File: src/rtl/quad_drv_pkg.sv
package quad_drv_pkg;
  localparam int unsigned SYNC_DEPTH = 2;
  localparam logic CS_IDLE  = 1'b1;
  localparam logic ENA_IDLE = 1'b1;
  localparam logic OE_IDLE  = 1'b0;
endpackage

File: src/rtl/drv_sync.sv
module drv_sync #(
  parameter int unsigned W = 1,
  parameter logic [W-1:0] RST_VAL = '0
) (
  input  logic         clk_i,
  input  logic         rst_ni,
  input  logic [W-1:0] d_i,
  output logic [W-1:0] q_o
);
  localparam int unsigned N = quad_drv_pkg::SYNC_DEPTH;
  logic [W-1:0] st_q [N];

  for (genvar s = 0; s < N; s++) begin : g_stage
    always_ff @(posedge clk_i or negedge rst_ni) begin
      if (!rst_ni) st_q[s] <= RST_VAL;
      else if (s == 0) st_q[s] <= d_i;
      else st_q[s] <= st_q[(s == 0) ? 0 : s-1];
    end
  end

  assign q_o = st_q[N-1];
endmodule

File: src/rtl/drv_latch_stage.sv
module drv_latch_stage #(
  parameter int unsigned NCH = 4
) (
  input  logic           clk_i,
  input  logic           rst_ni,
  input  logic           cs_ni,
  input  logic           ena_ni,
  input  logic           oe_i,
  input  logic [NCH-1:0] data_i,
  output logic [NCH-1:0] out_o
);
  logic [NCH-1:0] lat_q, out_q;
  logic oe_d_q, oe_fall, lat_open;

  assign lat_open = !cs_ni && !ena_ni;
  assign oe_fall  = oe_d_q && !oe_i;

  always_ff @(posedge clk_i or negedge rst_ni) begin
    if (!rst_ni) begin
      lat_q  <= '0;
      out_q  <= '0;
      oe_d_q <= quad_drv_pkg::OE_IDLE;
    end else begin
      oe_d_q <= oe_i;
      if (lat_open) lat_q <= data_i;
      if (oe_fall)  out_q <= lat_q;
    end
  end

  assign out_o = out_q;

  a_r1_latch_hold: assert property (@(posedge clk_i) disable iff (!rst_ni)
    (cs_ni || ena_ni) |=> $stable(lat_q));
  a_r2_out_hold: assert property (@(posedge clk_i) disable iff (!rst_ni)
    !(oe_d_q && !oe_i) |=> $stable(out_q));
endmodule

File: src/rtl/drv_fault_ctrl.sv
module drv_fault_ctrl #(
  parameter int unsigned NCH     = 4,
  parameter int unsigned BLANK_W = 8
) (
  input  logic               clk_i,
  input  logic               rst_ni,
  input  logic               oe_i,
  input  logic [NCH-1:0]     pass_i,
  input  logic [BLANK_W-1:0] blank_i,
  output logic [NCH-1:0]     fail_o,
  output logic               fault_no
);
  logic [BLANK_W-1:0] cnt_q;
  logic [NCH-1:0]     fail_q;
  logic               armed;

  assign armed = oe_i && (cnt_q >= blank_i);

  always_ff @(posedge clk_i or negedge rst_ni) begin
    if (!rst_ni) begin
      cnt_q  <= '0;
      fail_q <= '0;
    end else if (!oe_i) begin
      cnt_q  <= '0;
      fail_q <= '0;
    end else begin
      if (cnt_q < blank_i) cnt_q <= cnt_q + 1'b1;
      if (armed) fail_q <= fail_q | ~pass_i;
    end
  end

  assign fail_o   = fail_q;
  assign fault_no = !(oe_i && |fail_q);

  a_r7_clear_when_low: assert property (@(posedge clk_i) disable iff (!rst_ni)
    !oe_i |=> (fail_q == '0));
  a_r7_sticky_high: assert property (@(posedge clk_i) disable iff (!rst_ni)
    oe_i |=> ((fail_q & $past(fail_q)) == $past(fail_q)));
  a_r9_blank_window: assert property (@(posedge clk_i) disable iff (!rst_ni)
    (oe_i && cnt_q < blank_i && fail_q == '0) |=> (fail_q == '0));
endmodule

File: src/rtl/quad_drv_ctrl.sv
module quad_drv_ctrl #(
  parameter int unsigned NCH     = 4,
  parameter int unsigned BLANK_W = 8
) (
  input  logic               clk_i,
  input  logic               rst_ni,
  input  logic               cs_ni,
  input  logic               ena_ni,
  input  logic               oe_i,
  input  logic [NCH-1:0]     data_i,
  input  logic [NCH-1:0]     pass_i,
  input  logic [BLANK_W-1:0] blank_cycles_i,
  output logic [NCH-1:0]     hs_drive_o,
  output logic [NCH-1:0]     ls_gate_o,
  output logic               fault_no
);
  import quad_drv_pkg::*;
  localparam int unsigned CW = 3;

  logic [CW-1:0]  ctl_s;
  logic [NCH-1:0] data_s, pass_s, out_bits, fail_bits;

  drv_sync #(.W(CW), .RST_VAL({CS_IDLE, ENA_IDLE, OE_IDLE})) u_sync_ctl (
    .clk_i, .rst_ni, .d_i({cs_ni, ena_ni, oe_i}), .q_o(ctl_s));
  drv_sync #(.W(NCH), .RST_VAL('0)) u_sync_data (
    .clk_i, .rst_ni, .d_i(data_i), .q_o(data_s));
  drv_sync #(.W(NCH), .RST_VAL({NCH{1'b1}})) u_sync_pass (
    .clk_i, .rst_ni, .d_i(pass_i), .q_o(pass_s));

  drv_latch_stage #(.NCH(NCH)) u_latch (
    .clk_i, .rst_ni,
    .cs_ni(ctl_s[2]), .ena_ni(ctl_s[1]), .oe_i(ctl_s[0]),
    .data_i(data_s), .out_o(out_bits));

  drv_fault_ctrl #(.NCH(NCH), .BLANK_W(BLANK_W)) u_fault (
    .clk_i, .rst_ni, .oe_i(ctl_s[0]), .pass_i(pass_s),
    .blank_i(blank_cycles_i), .fail_o(fail_bits), .fault_no(fault_no));

  for (genvar c = 0; c < NCH; c++) begin : g_ch
    always_comb begin
      if (fail_bits[c]) begin
        hs_drive_o[c] = 1'b0;
        ls_gate_o[c]  = 1'b0;
      end else begin
        hs_drive_o[c] = out_bits[c];
        ls_gate_o[c]  = !out_bits[c];
      end
    end

    a_r3_no_shoot_through: assert property (@(posedge clk_i) disable iff (!rst_ni)
      !(hs_drive_o[c] && ls_gate_o[c]));
  end
endmodule

File: config.mk
export PLATFORM = sky130hd
export DESIGN_NAME = quad_drv_ctrl
export DESIGN_NICKNAME = d
export VERILOG_FILES = /design/src/rtl/quad_drv_pkg.sv /design/src/rtl/drv_sync.sv /design/src/rtl/drv_latch_stage.sv /design/src/rtl/drv_fault_ctrl.sv /design/src/rtl/quad_drv_ctrl.sv
export SDC_FILE = /design/constraint.sdc
export NUM_CORES = 1
export LEC_CHECK = 0
export BUFFER_PORTS_ARGS = -buffer_cell sky130_fd_sc_hd__buf_2
export CAP_MARGIN = 20
export CORE_MARGIN = 8
export CORE_UTILIZATION = 30
export CTS_BUF_LIST = sky130_fd_sc_hd__clkbuf_4 sky130_fd_sc_hd__clkbuf_8
export CTS_CLUSTER_DIAMETER = 150
export DETAILED_ROUTE_END_ITERATION = 10
export GPL_TIMING_DRIVEN = 1
export PLACE_DENSITY = 0.47
export SLEW_MARGIN = 10
export SYNTH_ARGS = -nofsm -noshare
export SYNTH_HDL_FRONTEND = slang
export SYNTH_SLANG_ARGS = --single-unit
export TNS_END_PERCENT = 100
File: constraint.sdc
create_clock -name clk_i -period 2.3 [get_ports clk_i]
set_clock_uncertainty 0.2 [all_clocks]
set_input_delay 0.575 -clock clk_i [delete_from_list [all_inputs] [get_ports clk_i]]
set_output_delay 0.575 -clock clk_i [all_outputs]
set_load 0.02 [all_outputs]
-- Word level (Yosys, flattened, before mapping)
Index checks and enable logic that the tools add are counted.
- reduce and logical (&&, ||, !) cells: 13
- bitwise operators: 2
- equal/unequal tests: 2
- order comparisons: 2
- $add $sub $neg: 1
- muxes and demuxes: 12
- operators by type and width (operator ; count):
    8-bit 2-to-1 mux ; 2
    8-bit by 1-bit adder with 8-bit output, second input constant ; 1
    8-bit >= comparator ; 1
    1-bit zero test ; 8
    8-bit less-than comparator ; 1
    1-bit 2-to-1 mux ; 8
    4-bit 2-to-1 mux ; 2
    1-bit logical AND ; 4
    2-bit by 1-bit != test with 1-bit output, second input constant ; 2
    4-bit NOT ; 1
    4-bit OR ; 1
    4-bit OR reduction ; 1
- logic and storage cells: 43
- bits in registers: 43
- output and inout bits: 9
- bits of input ports: 21

-- Depth between registers and ports, before layout
- depth after elaboration: 4
- depth in mapped cells: 8
- gate-level depth less buffers: 7

-- Modules after synthesis
A second synthesis with hierarchy kept.
- cell total of the unflattened synthesis: 144
- area, all modules: 1878.1 um2
- modules (own cells, without submodules) (module ; area an instance (um2) ; sequential area each (um2) ; instances ; cells an instance):
    drv_fault_ctrl ; 809.5 ; 300.3 ; 1 ; 84
    drv_latch_stage ; 370.4 ; 225.2 ; 1 ; 19
    drv_sync at u_sync_pass ; 240.2 ; 210.2 ; 1 ; 12
    drv_sync at u_sync_data ; 230.2 ; 200.2 ; 1 ; 12
    drv_sync at u_sync_ctl ; 177.7 ; 155.1 ; 1 ; 9
    quad_drv_ctrl ; 50.0 ; 0.0 ; 1 ; 8

-- Worst setup path after synthesis
No wires, ideal clock.
- path kind: input port to flip-flop
- from: input blank_cycles_i[7]
- to: register u_fault.cnt_q[4]
- slack: 0.196 ns
- data required time: 2.022 ns
- setup time: 0.078 ns
- arrival: 1.826 ns
- cell stages on the path: 8
- path buffers: 1
- path through: inv_1 -> ha_1 -> a21oi_2 -> o21a_2 -> buf_6 -> nand4_1 -> or3_1 -> a21boi_1
- longest elaborated chain between the ends: 2
- ends and longest elaborated chain (item ; RTL line ; RTL):
    start, declared ; quad_drv_ctrl.sv:12 ; input logic [BLANK_W-1:0] blank_cycles_i,
    8-bit less-than comparator ; drv_fault_ctrl.sv:27 ; if (cnt_q < blank_i) cnt_q <= cnt_q + 1'b1;
    2-bit by 1-bit != test with 1-bit output (no line) ; n/a ;
    end signal, assigned ; drv_fault_ctrl.sv:27 ;
    end, declared ; drv_fault_ctrl.sv:13 ; logic [BLANK_W-1:0] cnt_q;
Every way passes these cells.
A chain may end at the register's enable or synchronous reset.

-- Worst setup path in the final report
- from: register u_fault.fail_q[2], in the netlist u_fault.fail_o[2]
- to: output fault_no
- longest elaborated chain between the ends: 3
- ends and longest elaborated chain (item ; RTL line ; RTL):
    start, declared ; drv_fault_ctrl.sv:14 ; logic [NCH-1:0] fail_q;
    start signal, assigned ; drv_fault_ctrl.sv:28 ; if (armed) fail_q <= fail_q | ~pass_i;
    4-bit OR reduction ; drv_fault_ctrl.sv:33 ; assign fault_no = !(oe_i && |fail_q);
    1-bit logical AND ; drv_fault_ctrl.sv:33 ;
    1-bit zero test ; drv_fault_ctrl.sv:33 ;
    end, declared ; quad_drv_ctrl.sv:15 ; output logic fault_no
Every way passes these cells.

==> flow_metrics.env <==
export IMPL_status="finished clean"
export IMPL_finalSetupTns_ns=0
export IMPL_num_antenna_cells=0
export IMPL_grt_total_usage_pct=7.95
export IMPL_r2r_cells=6
export IMPL_synth_area_leader_cell="dfrtp_1"
export IMPL_grt_pass1_vias=1211
export IMPL_start_util_pct=30.6
export IMPL_dp_hpwl_um=2460
export IMPL_peakVddDrop_uv=397
export IMPL_endpoint_kind="output pin"
export IMPL_viasPerCell=4.52
export IMPL_grt_pass1_wl_um=5440
export IMPL_grt_max_degree=44
export IMPL_crit_arrival_ns=1.34
export IMPL_synthTopCellsByCount="31 x dfrtp_1, 12 x dfstp_2, 9 x ha_1"
export IMPL_rrSetupSlack_ns=0.22
export IMPL_rows=28
export IMPL_ant_nets=0
export IMPL_yosys_most_used_dff="dfrtp_1"
export IMPL_fin_crit_sh_pct=91.9
export IMPL_post_route_cell_area_mm2=0.00215
export IMPL_ys_types=30
export IMPL_worst_slack_ns=0.186
export IMPL_post_place_ws_ns=0.00174
export IMPL_hold_viol=0
export IMPL_place_area_mm2=0.00202
export IMPL_postCtsSetupBuffers=0
export IMPL_synth_area_leaders="dfrtp_1 44%, dfstp_2 18%, ha_1 6.3%"
export IMPL_synth_most_common_cell="dfrtp_1"
export IMPL_drive_gt1_share_pct=39.1
export IMPL_cts_buffer_depth=2
export IMPL_htreeDepth=2
export IMPL_crit_end="fault_no"
export IMPL_startpoint="u_fault.fail_o[2]"
export IMPL_power_density_mw_per_mm2=764
export IMPL_layout_nets=203
export IMPL_r2r_end="u_fault.cnt_q[5]"
export IMPL_worstSetupPathType="register to output pin"
export IMPL_period_needed_ns=2.11
export IMPL_clkTransAtPathRegs_ns=0.08
export IMPL_ys_seq_area_share_pct=61.3
export IMPL_yosys_area_share_simple_pct=12.2
export IMPL_drt_iter0_drc=33
export IMPL_cts_root_buf="clkbuf_8"
export IMPL_relSlewSlack_pct=70.5
export IMPL_synthesis_area_mm2=0.00178
export IMPL_die_w_um=93.0
export IMPL_leakagePower_nw=0.999
export IMPL_required_ns=1.52
export IMPL_syn_avg_cell_area_um2=12.9
export IMPL_clk_latency_ns=0.28
export IMPL_fin_util_pct=36.9
export IMPL_synthArstFlopShare_pct=100
export IMPL_grt_antenna_before_repair=0
export IMPL_drtPass1Iterations=4
export IMPL_hp_class="input pin to async pin"
export IMPL_wl_per_cell_um=13.2
export IMPL_fillers=609
export IMPL_cts_tree="yes"
export IMPL_cp_max_fo=4
export IMPL_setup_viol=0
export IMPL_die_area_mm2=0.00866
export IMPL_synth_compound_area_share_pct=9.49
export IMPL_synth_xor_area_share_pct=0
export IMPL_syn_instance_count=138
export IMPL_cts_made_buffers=5
export IMPL_synth_edf_count=0
export IMPL_timing_fmax_ghz=0.473
export IMPL_rsz0062_at_grt="false"
export IMPL_die_y_um=93.0
export IMPL_crit_path_start_kind="register"
export IMPL_ys_ff_latch=43
export IMPL_synth_top_family_by_area="simple AND/OR/NAND/NOR gates"
export IMPL_vias=1125
export IMPL_syn_to_final_growth_pct=20.5
export IMPL_cap_violations=0
export IMPL_ioPinCount=30
export IMPL_coreArea_mm2=0.00582
export IMPL_port_buffer_count=29
export IMPL_drc_errors=0
export IMPL_timing_rr_start="u_fault.cnt_q[1]"
export IMPL_clock_sinks=43
export IMPL_yosysTopAreaCellShare_pct=43.6
export IMPL_yosys_warnings=0
export IMPL_slew_violations=0
export IMPL_muxShareOfSynthArea_pct=7.31
export IMPL_yosys_area_share_adder_pct=6.32
export IMPL_synthesis_nets=168
export IMPL_place_congestion=0.736
export IMPL_grt_overflow_total=0
export IMPL_worst_pin_slew_ns=0.441
export IMPL_finalWirelength_um=3290
-- final cells by class --
cell class	instances	area (µm²)	share of cell area (%)
clock buffer	7	83.8	3.91
clock inverter	1	30.0	1.40
inverter	8	30.0	1.40
multi-input combinational	83	637	29.7
sequential	43	1090	50.8
tap	75	93.8	4.37
timing repair buffer	32	180	8.40
-- logic make-up after synthesis --
family / count (synthesis)
compound gates: 24
flops: 43
mux: 12
simple gates: 38
buf+inv: 12
fa+ha+maj: 9
-- sequential cells by signal, indices dropped and copies added, names as in the netlist --
| name | count |
|---|---|
| u_sync_data.q_o | 4 |
| u_sync_ctl.st_q | 3 |
| u_sync_ctl.q_o | 3 |
| u_fault.fail_o | 4 |
| u_sync_pass.q_o | 4 |
| u_sync_pass.st_q | 4 |
| u_latch.oe_d_q | 1 |
| u_fault.cnt_q | 8 |
| u_latch.out_o | 4 |
| u_latch.lat_q | 4 |
| u_sync_data.st_q | 4 |
-- power by group --
part	leakage, nW	internal [mW]	switching, mW
combinational	0.426	0.0940	0.118
sequential	0.514	0.817	0.0331
clock	0.0593	0.348	0.228
total	0.999	1.26	0.379
-- placed cells by master, fill, tap and decap left out, types with 4 or more instances in the layout --
cell type and instances:
nand4_1 6, o21a_1 4, buf_2 29, mux2i_1 4, nand2_1 8, ha_1 9
mux2_2 8, inv_1 8, dfrtp_1 31, nor2_1 6, clkbuf_8 5, a21oi_1 6
dfstp_2 12, nor2b_1 6
-- timing repair --
action,CTS,global route
endpoints found under the hold margin,0,0
endpoints found under the setup margin,0,1
gates resized for setup,0,1
hold buffers,0,0
-- metal layers --
metal | share of wire (%) | track usage (%) | vias up
li1 | - | - | 552
met1 | 45 | 8.98 | 547
met2 | 50 | 13.5 | 21
met3 | 3.5 | 2.16 | 5
met4 | 1.5 | 4.03 | 0
met5 | 0 | 0 | -
-- through the flow --
| stage | hold WS, ns | total power, mW | cells |
|---|---|---|---|
| final | 0.0497 | 1.64 | 249 |
| after CTS | 0.0517 | 1.67 | 249 |
| after global placement | 0.134 | 1.07 | 241 |
| after floorplan | 0.0794 | 0.987 | 138 |
| after global routing | 0.0588 | 1.73 | 249 |
| after detailed placement | 0.138 | 1.08 | 241 |
-- worst max-delay path: stages (launching register included) --
cell and delay (ns):
dfrtp_1 0.43, o41ai_2 0.40, buf_2 0.23
-- worst min-delay path by stage --
| stage | end | slack (ns) | cells past startpoint |
|---|---|---|---|
| after detailed placement | u_sync_data.q_o[0] | 0.14 | 0 |
| after global routing | u_sync_data.q_o[2] | 0.06 | 2 |
| final | u_sync_data.q_o[2] | 0.05 | 2 |
| after floorplan | u_fault.cnt_q[0] | 0.08 | 0 |
| after CTS | u_sync_data.q_o[2] | 0.05 | 2 |
| after global placement | u_sync_data.q_o[0] | 0.13 | 0 |
Note: power is estimated with default switching activity, not from simulation.
